==> src/rtl/phseq_pkg.sv <==
package phseq_pkg;

   typedef enum logic [1:0] {
      MAJ_FETCH = 2'b00,
      MAJ_DEFER = 2'b01,
      MAJ_EXEC  = 2'b10
   } major_e;

   localparam int unsigned STEPS_PER_PHASE = 4;

   typedef struct packed {
      logic mem_read;
      logic pc_b1;
      logic one_b2;
      logic irlo_b1;
      logic idx_b2;
      logic mbr_b2;
      logic pass1;
      logic pass2;
      logic add;
      logic ld_mar;
      logic ld_pc;
      logic ld_ir;
   } strobe_t;

endpackage

==> src/rtl/phseq_minor_timer.sv <==
module phseq_minor_timer #(
   parameter bit RING_STYLE = 1'b1
) (
   input  logic       clk,
   input  logic       rst,
   output logic [3:0] step_oh,
   output logic       last_step
);
   import phseq_pkg::*;

   localparam int unsigned CNT_W = $clog2(STEPS_PER_PHASE);

   generate
      if (RING_STYLE) begin : g_ring
         logic [STEPS_PER_PHASE-1:0] ring_q;
         always_ff @(posedge clk) begin
            if (rst) ring_q <= {{(STEPS_PER_PHASE-1){1'b0}}, 1'b1};
            else     ring_q <= {ring_q[STEPS_PER_PHASE-2:0], ring_q[STEPS_PER_PHASE-1]};
         end
         assign step_oh = ring_q;
      end else begin : g_binary
         logic [CNT_W-1:0] cnt_q;
         always_ff @(posedge clk) begin
            if (rst) cnt_q <= '0;
            else     cnt_q <= cnt_q + 1'b1;
         end
         for (genvar k = 0; k < STEPS_PER_PHASE; k++) begin : g_dec
            assign step_oh[k] = (cnt_q == CNT_W'(k));
         end
      end
   endgenerate

   assign last_step = step_oh[STEPS_PER_PHASE-1];

   AST_STEP_ONEHOT: assert property (@(posedge clk) disable iff (rst)
      $countones(step_oh) == 1);
   AST_STEP_ADVANCE: assert property (@(posedge clk) disable iff (rst)
      step_oh[0] |=> step_oh[1]);
   AST_STEP_WRAP: assert property (@(posedge clk) disable iff (rst)
      last_step |=> step_oh[0]);

endmodule

==> src/rtl/phseq_opcode_decode.sv <==
module phseq_opcode_decode #(
   parameter int unsigned OPC_W           = 4,
   parameter logic [(1<<OPC_W)-1:0] ONE_OP_MASK     = 16'hF0EE,
   parameter logic [(1<<OPC_W)-1:0] FETCH_ONLY_MASK = 16'h0C01,
   parameter logic [(1<<OPC_W)-1:0] IO_MASK         = 16'h0300
) (
   input  logic [OPC_W-1:0]      opcode,
   input  logic                  ind_bit,
   output logic [(1<<OPC_W)-1:0] op_line,
   output logic                  is_one_op,
   output logic                  is_fetch_only,
   output logic                  is_io,
   output logic                  want_defer
);
   localparam int unsigned NUM_OPS = 1 << OPC_W;

   generate
      for (genvar k = 0; k < NUM_OPS; k++) begin : g_line
         assign op_line[k] = (opcode == OPC_W'(k));
      end
   endgenerate

   assign is_one_op     = |(op_line & ONE_OP_MASK);
   assign is_fetch_only = |(op_line & FETCH_ONLY_MASK);
   assign is_io         = |(op_line & IO_MASK);
   assign want_defer    = ind_bit & is_one_op;

endmodule

==> src/rtl/phseq_major_fsm.sv <==
module phseq_major_fsm (
   input  logic              clk,
   input  logic              rst,
   input  logic              last_step,
   input  logic              is_fetch_only,
   input  logic              want_defer,
   input  logic              is_io,
   input  logic              io_done,
   output phseq_pkg::major_e major
);
   import phseq_pkg::*;

   major_e major_q, major_d;

   always_comb begin
      major_d = major_q;
      if (last_step) begin
         unique case (major_q)
            MAJ_FETCH: begin
               if (is_fetch_only)   major_d = MAJ_FETCH;
               else if (want_defer) major_d = MAJ_DEFER;
               else                 major_d = MAJ_EXEC;
            end
            MAJ_DEFER: major_d = MAJ_EXEC;
            MAJ_EXEC:  major_d = (is_io && !io_done) ? MAJ_EXEC : MAJ_FETCH;
            default:   major_d = MAJ_FETCH;
         endcase
      end
   end

   always_ff @(posedge clk) begin
      if (rst) major_q <= MAJ_FETCH;
      else     major_q <= major_d;
   end

   assign major = major_q;

   AST_MAJOR_HOLD_MIDPHASE: assert property (@(posedge clk) disable iff (rst)
      !last_step |=> $stable(major_q));
   AST_MAJOR_LEGAL: assert property (@(posedge clk) disable iff (rst)
      major_q != 2'b11);
   AST_DEFER_THEN_EXEC: assert property (@(posedge clk) disable iff (rst)
      (major_q == MAJ_DEFER) && last_step |=> major_q == MAJ_EXEC);
   AST_FETCH_ONLY_REPEATS: assert property (@(posedge clk) disable iff (rst)
      (major_q == MAJ_FETCH) && last_step && is_fetch_only |=> major_q == MAJ_FETCH);
   AST_IO_WAIT: assert property (@(posedge clk) disable iff (rst)
      (major_q == MAJ_EXEC) && last_step && is_io && !io_done |=> major_q == MAJ_EXEC);

endmodule

==> src/rtl/phseq_strobe_gen.sv <==
module phseq_strobe_gen (
   input  phseq_pkg::major_e  major,
   input  logic [3:0]         step_oh,
   input  logic               is_one_op,
   input  logic               no_index,
   output phseq_pkg::strobe_t strobe
);
   import phseq_pkg::*;

   always_comb begin
      strobe = '0;
      unique case (major)
         MAJ_FETCH: begin
            if (step_oh[0]) begin
               strobe.pc_b1    = 1'b1;
               strobe.pass1    = 1'b1;
               strobe.ld_mar   = 1'b1;
               strobe.mem_read = 1'b1;
            end
            if (step_oh[1]) begin
               strobe.pc_b1  = 1'b1;
               strobe.one_b2 = 1'b1;
               strobe.add    = 1'b1;
               strobe.ld_pc  = 1'b1;
            end
            if (step_oh[2]) begin
               strobe.mbr_b2 = 1'b1;
               strobe.pass2  = 1'b1;
               strobe.ld_ir  = 1'b1;
            end
            if (step_oh[3] && is_one_op) begin
               strobe.irlo_b1 = 1'b1;
               strobe.ld_mar  = 1'b1;
               if (no_index) begin
                  strobe.pass1 = 1'b1;
               end else begin
                  strobe.idx_b2 = 1'b1;
                  strobe.add    = 1'b1;
               end
            end
         end
         MAJ_DEFER: begin
            if (step_oh[0]) strobe.mem_read = 1'b1;
            if (step_oh[2]) begin
               strobe.mbr_b2 = 1'b1;
               strobe.pass2  = 1'b1;
               strobe.ld_mar = 1'b1;
            end
         end
         default: strobe = '0;
      endcase
   end

endmodule

==> src/rtl/phase_sequencer.sv <==
module phase_sequencer #(
   parameter int unsigned INSTR_W   = 16,
   parameter int unsigned OPC_W     = 4,
   parameter int unsigned IND_BIT   = 10,
   parameter bit          RING_STYLE = 1'b1,
   parameter logic [(1<<OPC_W)-1:0] ONE_OP_MASK     = 16'hF0EE,
   parameter logic [(1<<OPC_W)-1:0] FETCH_ONLY_MASK = 16'h0C01,
   parameter logic [(1<<OPC_W)-1:0] IO_MASK         = 16'h0300
) (
   input  logic                  clk,
   input  logic                  rst,
   input  logic [INSTR_W-1:0]    instr,
   input  logic                  io_done,
   output logic [3:0]            minor_pulse,
   output logic [1:0]            major_state,
   output logic [(1<<OPC_W)-1:0] op_line,
   output logic                  mem_read,
   output logic                  pc_to_bus1,
   output logic                  one_to_bus2,
   output logic                  irlo_to_bus1,
   output logic                  idx_to_bus2,
   output logic                  mbr_to_bus2,
   output logic                  alu_pass1,
   output logic                  alu_pass2,
   output logic                  alu_add,
   output logic                  bus3_to_mar,
   output logic                  bus3_to_pc,
   output logic                  bus3_to_ir
);
   import phseq_pkg::*;

   localparam int unsigned OPC_LSB = INSTR_W - OPC_W;
   localparam int unsigned IDX_BIT = INSTR_W - 1;

   generate
      if (OPC_W >= INSTR_W) begin : g_bad_width
         $error("opcode field wider than instruction");
      end
      if (IND_BIT >= OPC_LSB) begin : g_bad_ind
         $error("indirect flag overlaps opcode field");
      end
      if ((ONE_OP_MASK & FETCH_ONLY_MASK) != '0) begin : g_bad_mask
         $error("an opcode cannot both take an operand and finish in fetch");
      end
      if (STEPS_PER_PHASE != 4) begin : g_bad_steps
         $error("minor step count must be four");
      end
   endgenerate

   logic       last_step;
   logic [3:0] step_oh;
   logic       is_one_op, is_fetch_only, is_io, want_defer;
   major_e     major;
   strobe_t    strobe;

   phseq_minor_timer #(.RING_STYLE(RING_STYLE)) u_timer (
      .clk       (clk),
      .rst       (rst),
      .step_oh   (step_oh),
      .last_step (last_step)
   );

   phseq_opcode_decode #(
      .OPC_W           (OPC_W),
      .ONE_OP_MASK     (ONE_OP_MASK),
      .FETCH_ONLY_MASK (FETCH_ONLY_MASK),
      .IO_MASK         (IO_MASK)
   ) u_decode (
      .opcode        (instr[INSTR_W-1:OPC_LSB]),
      .ind_bit       (instr[IND_BIT]),
      .op_line       (op_line),
      .is_one_op     (is_one_op),
      .is_fetch_only (is_fetch_only),
      .is_io         (is_io),
      .want_defer    (want_defer)
   );

   phseq_major_fsm u_major (
      .clk           (clk),
      .rst           (rst),
      .last_step     (last_step),
      .is_fetch_only (is_fetch_only),
      .want_defer    (want_defer),
      .is_io         (is_io),
      .io_done       (io_done),
      .major         (major)
   );

   phseq_strobe_gen u_strobe (
      .major     (major),
      .step_oh   (step_oh),
      .is_one_op (is_one_op),
      .no_index  (instr[IDX_BIT]),
      .strobe    (strobe)
   );

   assign minor_pulse  = step_oh;
   assign major_state  = major;
   assign mem_read     = strobe.mem_read;
   assign pc_to_bus1   = strobe.pc_b1;
   assign one_to_bus2  = strobe.one_b2;
   assign irlo_to_bus1 = strobe.irlo_b1;
   assign idx_to_bus2  = strobe.idx_b2;
   assign mbr_to_bus2  = strobe.mbr_b2;
   assign alu_pass1    = strobe.pass1;
   assign alu_pass2    = strobe.pass2;
   assign alu_add      = strobe.add;
   assign bus3_to_mar  = strobe.ld_mar;
   assign bus3_to_pc   = strobe.ld_pc;
   assign bus3_to_ir   = strobe.ld_ir;

   AST_OPLINE_ONEHOT: assert property (@(posedge clk) disable iff (rst)
      $countones(op_line) == 1);
   AST_READ_TO_MBR: assert property (@(posedge clk) disable iff (rst)
      mem_read |-> ##2 mbr_to_bus2);
   AST_EXEC_QUIET: assert property (@(posedge clk) disable iff (rst)
      (major_state == 2'b10) |-> !(mem_read | bus3_to_mar | bus3_to_pc | bus3_to_ir));
   AST_SINGLE_ALU_OP: assert property (@(posedge clk) disable iff (rst)
      $countones({alu_pass1, alu_pass2, alu_add}) <= 1);

endmodule

==> config.mk <==
export PLATFORM = sky130hd
export DESIGN_NAME = phase_sequencer
export DESIGN_NICKNAME = d
export VERILOG_FILES = /design/src/rtl/phseq_pkg.sv /design/src/rtl/phseq_minor_timer.sv /design/src/rtl/phseq_opcode_decode.sv /design/src/rtl/phseq_major_fsm.sv /design/src/rtl/phseq_strobe_gen.sv /design/src/rtl/phase_sequencer.sv
export SDC_FILE = /design/constraint.sdc
export NUM_CORES = 1
export LEC_CHECK = 0
export BUFFER_PORTS_ARGS = -buffer_cell sky130_fd_sc_hd__buf_2
export CELL_PAD_IN_SITES_DETAIL_PLACEMENT = 1
export CELL_PAD_IN_SITES_GLOBAL_PLACEMENT = 1
export CORE_UTILIZATION = 20
export CTS_CLUSTER_SIZE = 10
export DETAILED_ROUTE_END_ITERATION = 10
export GPL_TIMING_DRIVEN = 0
export PLACE_DENSITY_LB_ADDON = 0.1
export SLEW_MARGIN = 30
export SYNTH_ARGS = -nofsm -noshare
export SYNTH_HDL_FRONTEND = slang
export SYNTH_SLANG_ARGS = --single-unit
==> constraint.sdc <==
create_clock -name clk -period 1.45 [get_ports clk]
set_input_delay 0.29 -clock clk [delete_from_list [all_inputs] [get_ports clk]]
set_output_delay 0.29 -clock clk [all_outputs]
set_load 0.1 [all_outputs]
Yosys cells after proc, flatten, opt, wreduce, memory -nomap -nowiden
Index checks and enable logic that the tools add are counted.

Reductions and logical operators: 9. Bitwise gates (word level): 1. Muxes and demuxes: 22. Equal/unequal tests: 17.

Operator list (count): 4-bit equality test (second input constant) (8); 4-bit by 3-bit equality test with 1-bit output (second input constant) (4); 2-bit two-way mux (8); 1-bit two-way mux (10); 10-bit OR reduction (1); 4-bit by 2-bit equality test with 1-bit output (second input constant) (2); 2-bit one-hot mux with 3 select lines (1); 4-bit by 1-bit equality test with 1-bit output (second input constant) (1); 4-bit logical NOT (1); 4-bit two-way mux (1); 1-bit one-hot mux with 2 select lines (2); 2-bit OR reduction (2); 3-bit OR reduction (1); 2-bit by 1-bit equality test with 1-bit output (second input constant) (1); 2-bit equality test (second input constant) (1); 1-bit logical AND (2); 2-bit logical NOT (1); 1-bit bitwise AND (1); 1-bit logical NOT (1).

Flip-flop bits (word level): 6. Logic and storage cells: 51. Input bits: 19.

Depth between registers and ports, before layout
Depth after elaboration: 6. Gate-level depth with buffers: 4. Mapped depth without buffers: 3.

Hierarchy
Synthesis repeated with hierarchy kept, for this count alone.

Cells, all modules: 69. Area total of the unflattened synthesis: 493.0 um^2.

Modules (own cells, without submodules): phseq_opcode_decode (cells each 30, times used 1, area an instance 158.9 um^2, sequential area each 0.0 um^2); phseq_minor_timer (cells each 9, times used 1, area an instance 120.1 um^2, sequential area each 80.1 um^2); phseq_strobe_gen (cells each 19, times used 1, area an instance 117.6 um^2, sequential area each 0.0 um^2); phseq_major_fsm (cells each 11, times used 1, area an instance 96.3 um^2, sequential area each 40.0 um^2).

Least setup slack after synthesis
No wires, ideal clock.

Kind: register to output. Start: register u_major.major_q[0] (netlist: u_major.major[0]). End: output bus3_to_mar. Slack: -2.392 ns. Stages on the path, launching flop included: 4. Data required time: 1.160 ns. Buffers on the path: 1. Arrival: 3.552 ns. Cell sequence: dfxtp_1 > buf_6 > nor2_1 > a221oi_1.

Cells in the longest elaborated chain, start to end: 2. Elaborated cells on any way between the ends: 3.

Ends and longest elaborated chain: from (decl) (RTL line phseq_major_fsm.sv:13) `major_e major_q, major_d;`; from (signal assigned) (RTL line phseq_major_fsm.sv:33) `else major_q <= major_d;`; 2-bit by 1-bit equality test with 1-bit output / 2-bit logical NOT (equally long branches) (RTL line phseq_strobe_gen.sv:12) `unique case (major)`; 1-bit one-hot mux with 2 select lines (*) (RTL line phseq_strobe_gen.sv:12); to (decl) (RTL line phase_sequencer.sv:26) `output logic bus3_to_mar,`.

Mark *: on every way between the ends. The rest lies on a longest branch, timed or not.

Worst setup path after layout
Start: register u_major.major_q[1] (netlist: u_major.major[1]). End: output mbr_to_bus2.

Cells in the longest elaborated chain, start to end: 3. Elaborated cells on any way between the ends: 4.

Ends and longest elaborated chain: 2-bit by 1-bit equality test with 1-bit output / 2-bit logical NOT (equally long branches) (RTL line phseq_strobe_gen.sv:12); 2-bit OR reduction (no line) (*); 1-bit two-way mux (*); to (decl) (RTL line phase_sequencer.sv:22) `output logic mbr_to_bus2,`.

Marked as above.

==> summary.md <==
| Metric | Value |
|---|---|
| Synth top area cells | `dfxtp_1, nor2_1, nor3_1, buf_4, nand2b_1` |
| Die Width | `52.3 microns` |
| Area delta synth->final | `226%` |
| Met2 wire len | `1780 microns` |
| WL final | `3240 microns` |
| Initial DRC count | `10` |
| DRT Pass-1 Iters | `2` |
| CP required | `1.16 ns` |
| Routability Congestion | `0.667` |
| Post-synthesis cell type count | `26` |
| Clock root cell | `clkbuf_4` |
| Top routing layer in use | `met4` |
| Worst slew margin | `67.6%` |
| WL/cell | `19.6 microns` |
| Startpoint Class | `register` |
| Fin area | `1650 sq um` |
| CP max FO | `4` |
| Failing checks | `setup timing` |
| Clock buffer depth | `2` |
| Skew-Pair Late Insertion Delay | `0.28 ns` |
| Most frequent cell after synthesis | `nor2_1` |
| Max-slew violations | `0` |
| Vias in the first global route | `772` |
| CTS tree | `done` |
| Antenna violations before repair | `0` |
| Tcrit/Tclk final | `115%` |
| Syn Nets | `92` |
| Post-place setup slack | `-0.447 ns` |
| Core area | `2300 sq um` |
| Worst-margin pin slew | `0.489 ns` |
| CTS sink count | `6` |
| # H-tree levels | `1` |
| Post-route ant nets | `0` |
| Clock slew at reported path FFs | `0.06 ns` |
| Most frequent cells after synthesis | `nor2_1, nor3_1, dfxtp_1, buf_4` |
| FP Rows | `17` |
| Port bufs | `39` |
| Seq/Total Area, Yosys | `23.8%` |
| DIE HEIGHT | `52.3 microns` |
| Async SR Flop Fraction | `0%` |
| Largest net degree at the start of global routing | `11` |
| Setup CP Type | `register to primary output` |
| Final hold vios | `0` |
| Clock Skew | `0.0182 ns` |
| Final min period | `1.67 ns` |
| Synth warnings | `0` |
| Die Area | `2730 sq um` |
| Worst vdd ir | `0.666 mV` |
| PwrDens | `637 nW/um^2` |
| HPWL after DPL | `1420 microns` |
| Max Cap Viol | `0` |
| I/O Pins | `53` |
| Synthesized area per cell | `6.92 sq um` |
| Worst hold path type | `input port to register` |
| Setup TNS Final | `-1.99 ns` |
| Top cell type's share of synthesized area | `23.8%` |
| RSZ-0062 raised after global routing | `yes` |
| Status | `finished with violations` |
| Global-route wire length before repair | `3600 microns` |
| Crit path DAT | `1.38 ns` |
| Synthesized flop and latch total | `6` |
| Clock buffer count from CTS | `3` |
| Wire length on met3 | `116 microns` |
| Final WS setup | `-0.224 ns` |
| Met1 wire length | `1220 microns` |
| Via count | `787` |
| Fmax | `0.597 GHz` |
| Final setup vio count | `15` |
| EDFF count, synth | `0` |
| Post-DP Area | `1120 sq um` |
| Post-Synthesis Cells | `73` |
| # diodes | `0` |
| Main synth FF type | `dfxtp_1` |
| Nets@finish | `157` |
| Leak pwr | `0.692 nW` |
| Post-Syn Area | `505 sq um` |
| Residual DRC | `0` |
| GRT Total Usage | `19.0%` |
| Leading area contributor after synthesis | `dfxtp_1` |
| Vias per cell | `4.77` |
| Total congestion overflow | `0` |
| Crit end category | `primary output` |
| Starting Density | `22.0%` |
| Share of cells above drive strength 1 | `86.1%` |
==> cells by family (layout without fill, tap and decap cells) <==
group	Yosys count	after routing	synth area share, %
DFF	6	6	23.8
buffers and inverters	12	76	14.6
and+or+nand+nor	44	44	44.8
AOI/OAI and AO/OA	11	11	16.8
==> timing repair <==
item / in CTS / in global routing
hold buffers: 0 / 0
pin swaps: 8 / 10
resized for setup: 76 / 18
setup endpoints to repair: 29 / 17
buffers inserted: 9 / 13
gates cloned: 1 / 0
hold endpoints to repair: 0 / 0
==> worst paths after layout <==
kind / slack (ns) / depth (start not counted) / end / from
max: -0.22 / 5 / mbr_to_bus2 / u_major.major[1]$_SDFFE_PP0P_
min: 0.28 / 2 / u_timer.step_oh[3]$_SDFF_PP0_ / rst
max reg2reg: 0.11 / 6 / u_major.major[1]$_SDFFE_PP0P_ / u_major.major[1]$_SDFFE_PP0P_
min reg2reg: 0.53 / 1 / u_timer.step_oh[2]$_SDFF_PP0_ / u_timer.step_oh[1]$_SDFF_PP0_
==> critical path, cell delays in order (launching register included) <==
cell and delay (ns):
dfxtp_4 0.37, buf_12 0.13, buf_4 0.15, nor2_4 0.16, buf_6 0.12, buf_12 0.16
==> placed cells by master, fill, tap and decap left out, drive strengths merged <==
cell	instances
a21oi	2
a221oi	1
a31oi	2
and2	1
and4	1
buf	68
clkbuf	4
clkinvlp	1
dfxtp	6
inv	3
nand2	3
nand2b	5
nand3b	1
nor2	18
nor2b	3
nor3	8
o211ai	2
o21a	1
o21ai	1
o22ai	1
o311a	1
or2	2
or3	1
or3b	1
==> registers in the layout (all words and copies together) (netlist names) <==
signal	count
u_timer.step_oh	4
u_major.major	2
==> final cells by class <==
| class | instances | area (sq um) |
|---|---|---|
| Buffer | 6 | 98.8 |
| Clock buffer | 4 | 26.3 |
| Fill cell | 218 | 647 |
| Inverter | 4 | 18.8 |
| Multi-Input combinational cell | 55 | 611 |
| Sequential cell | 6 | 143 |
| Tap cell | 28 | 35.0 |
| Timing Repair Buffer | 62 | 718 |
==> stage by stage <==
step           utilization, %  cells  power (mW)  hold slack [ns]
5_1_grt                  71.8    165        1.08            0.284
3_3_place_gp             48.7    140       0.696            0.511
6_report                 71.8    165        1.05            0.278
2_1_floorplan               -     73       0.635            0.349
3_5_place_dp             48.7    140       0.700            0.519
4_1_cts                  64.3    152       0.972            0.261
==> per-layer routing <==
metal  global-route usage [%]  vias up
met1                     19.2      370
met3                     3.19        8
met5                        0        -
met4                     15.8        0
met2                     33.5       31
li1                         -      378
==> power by group <==
group          switching (mW)  leakage, nW  internal, mW
logic                   0.440        0.623         0.236
registers              0.0159       0.0532         0.166
clock network          0.0876       0.0150         0.106
Power figures use the tool's default switching activity.
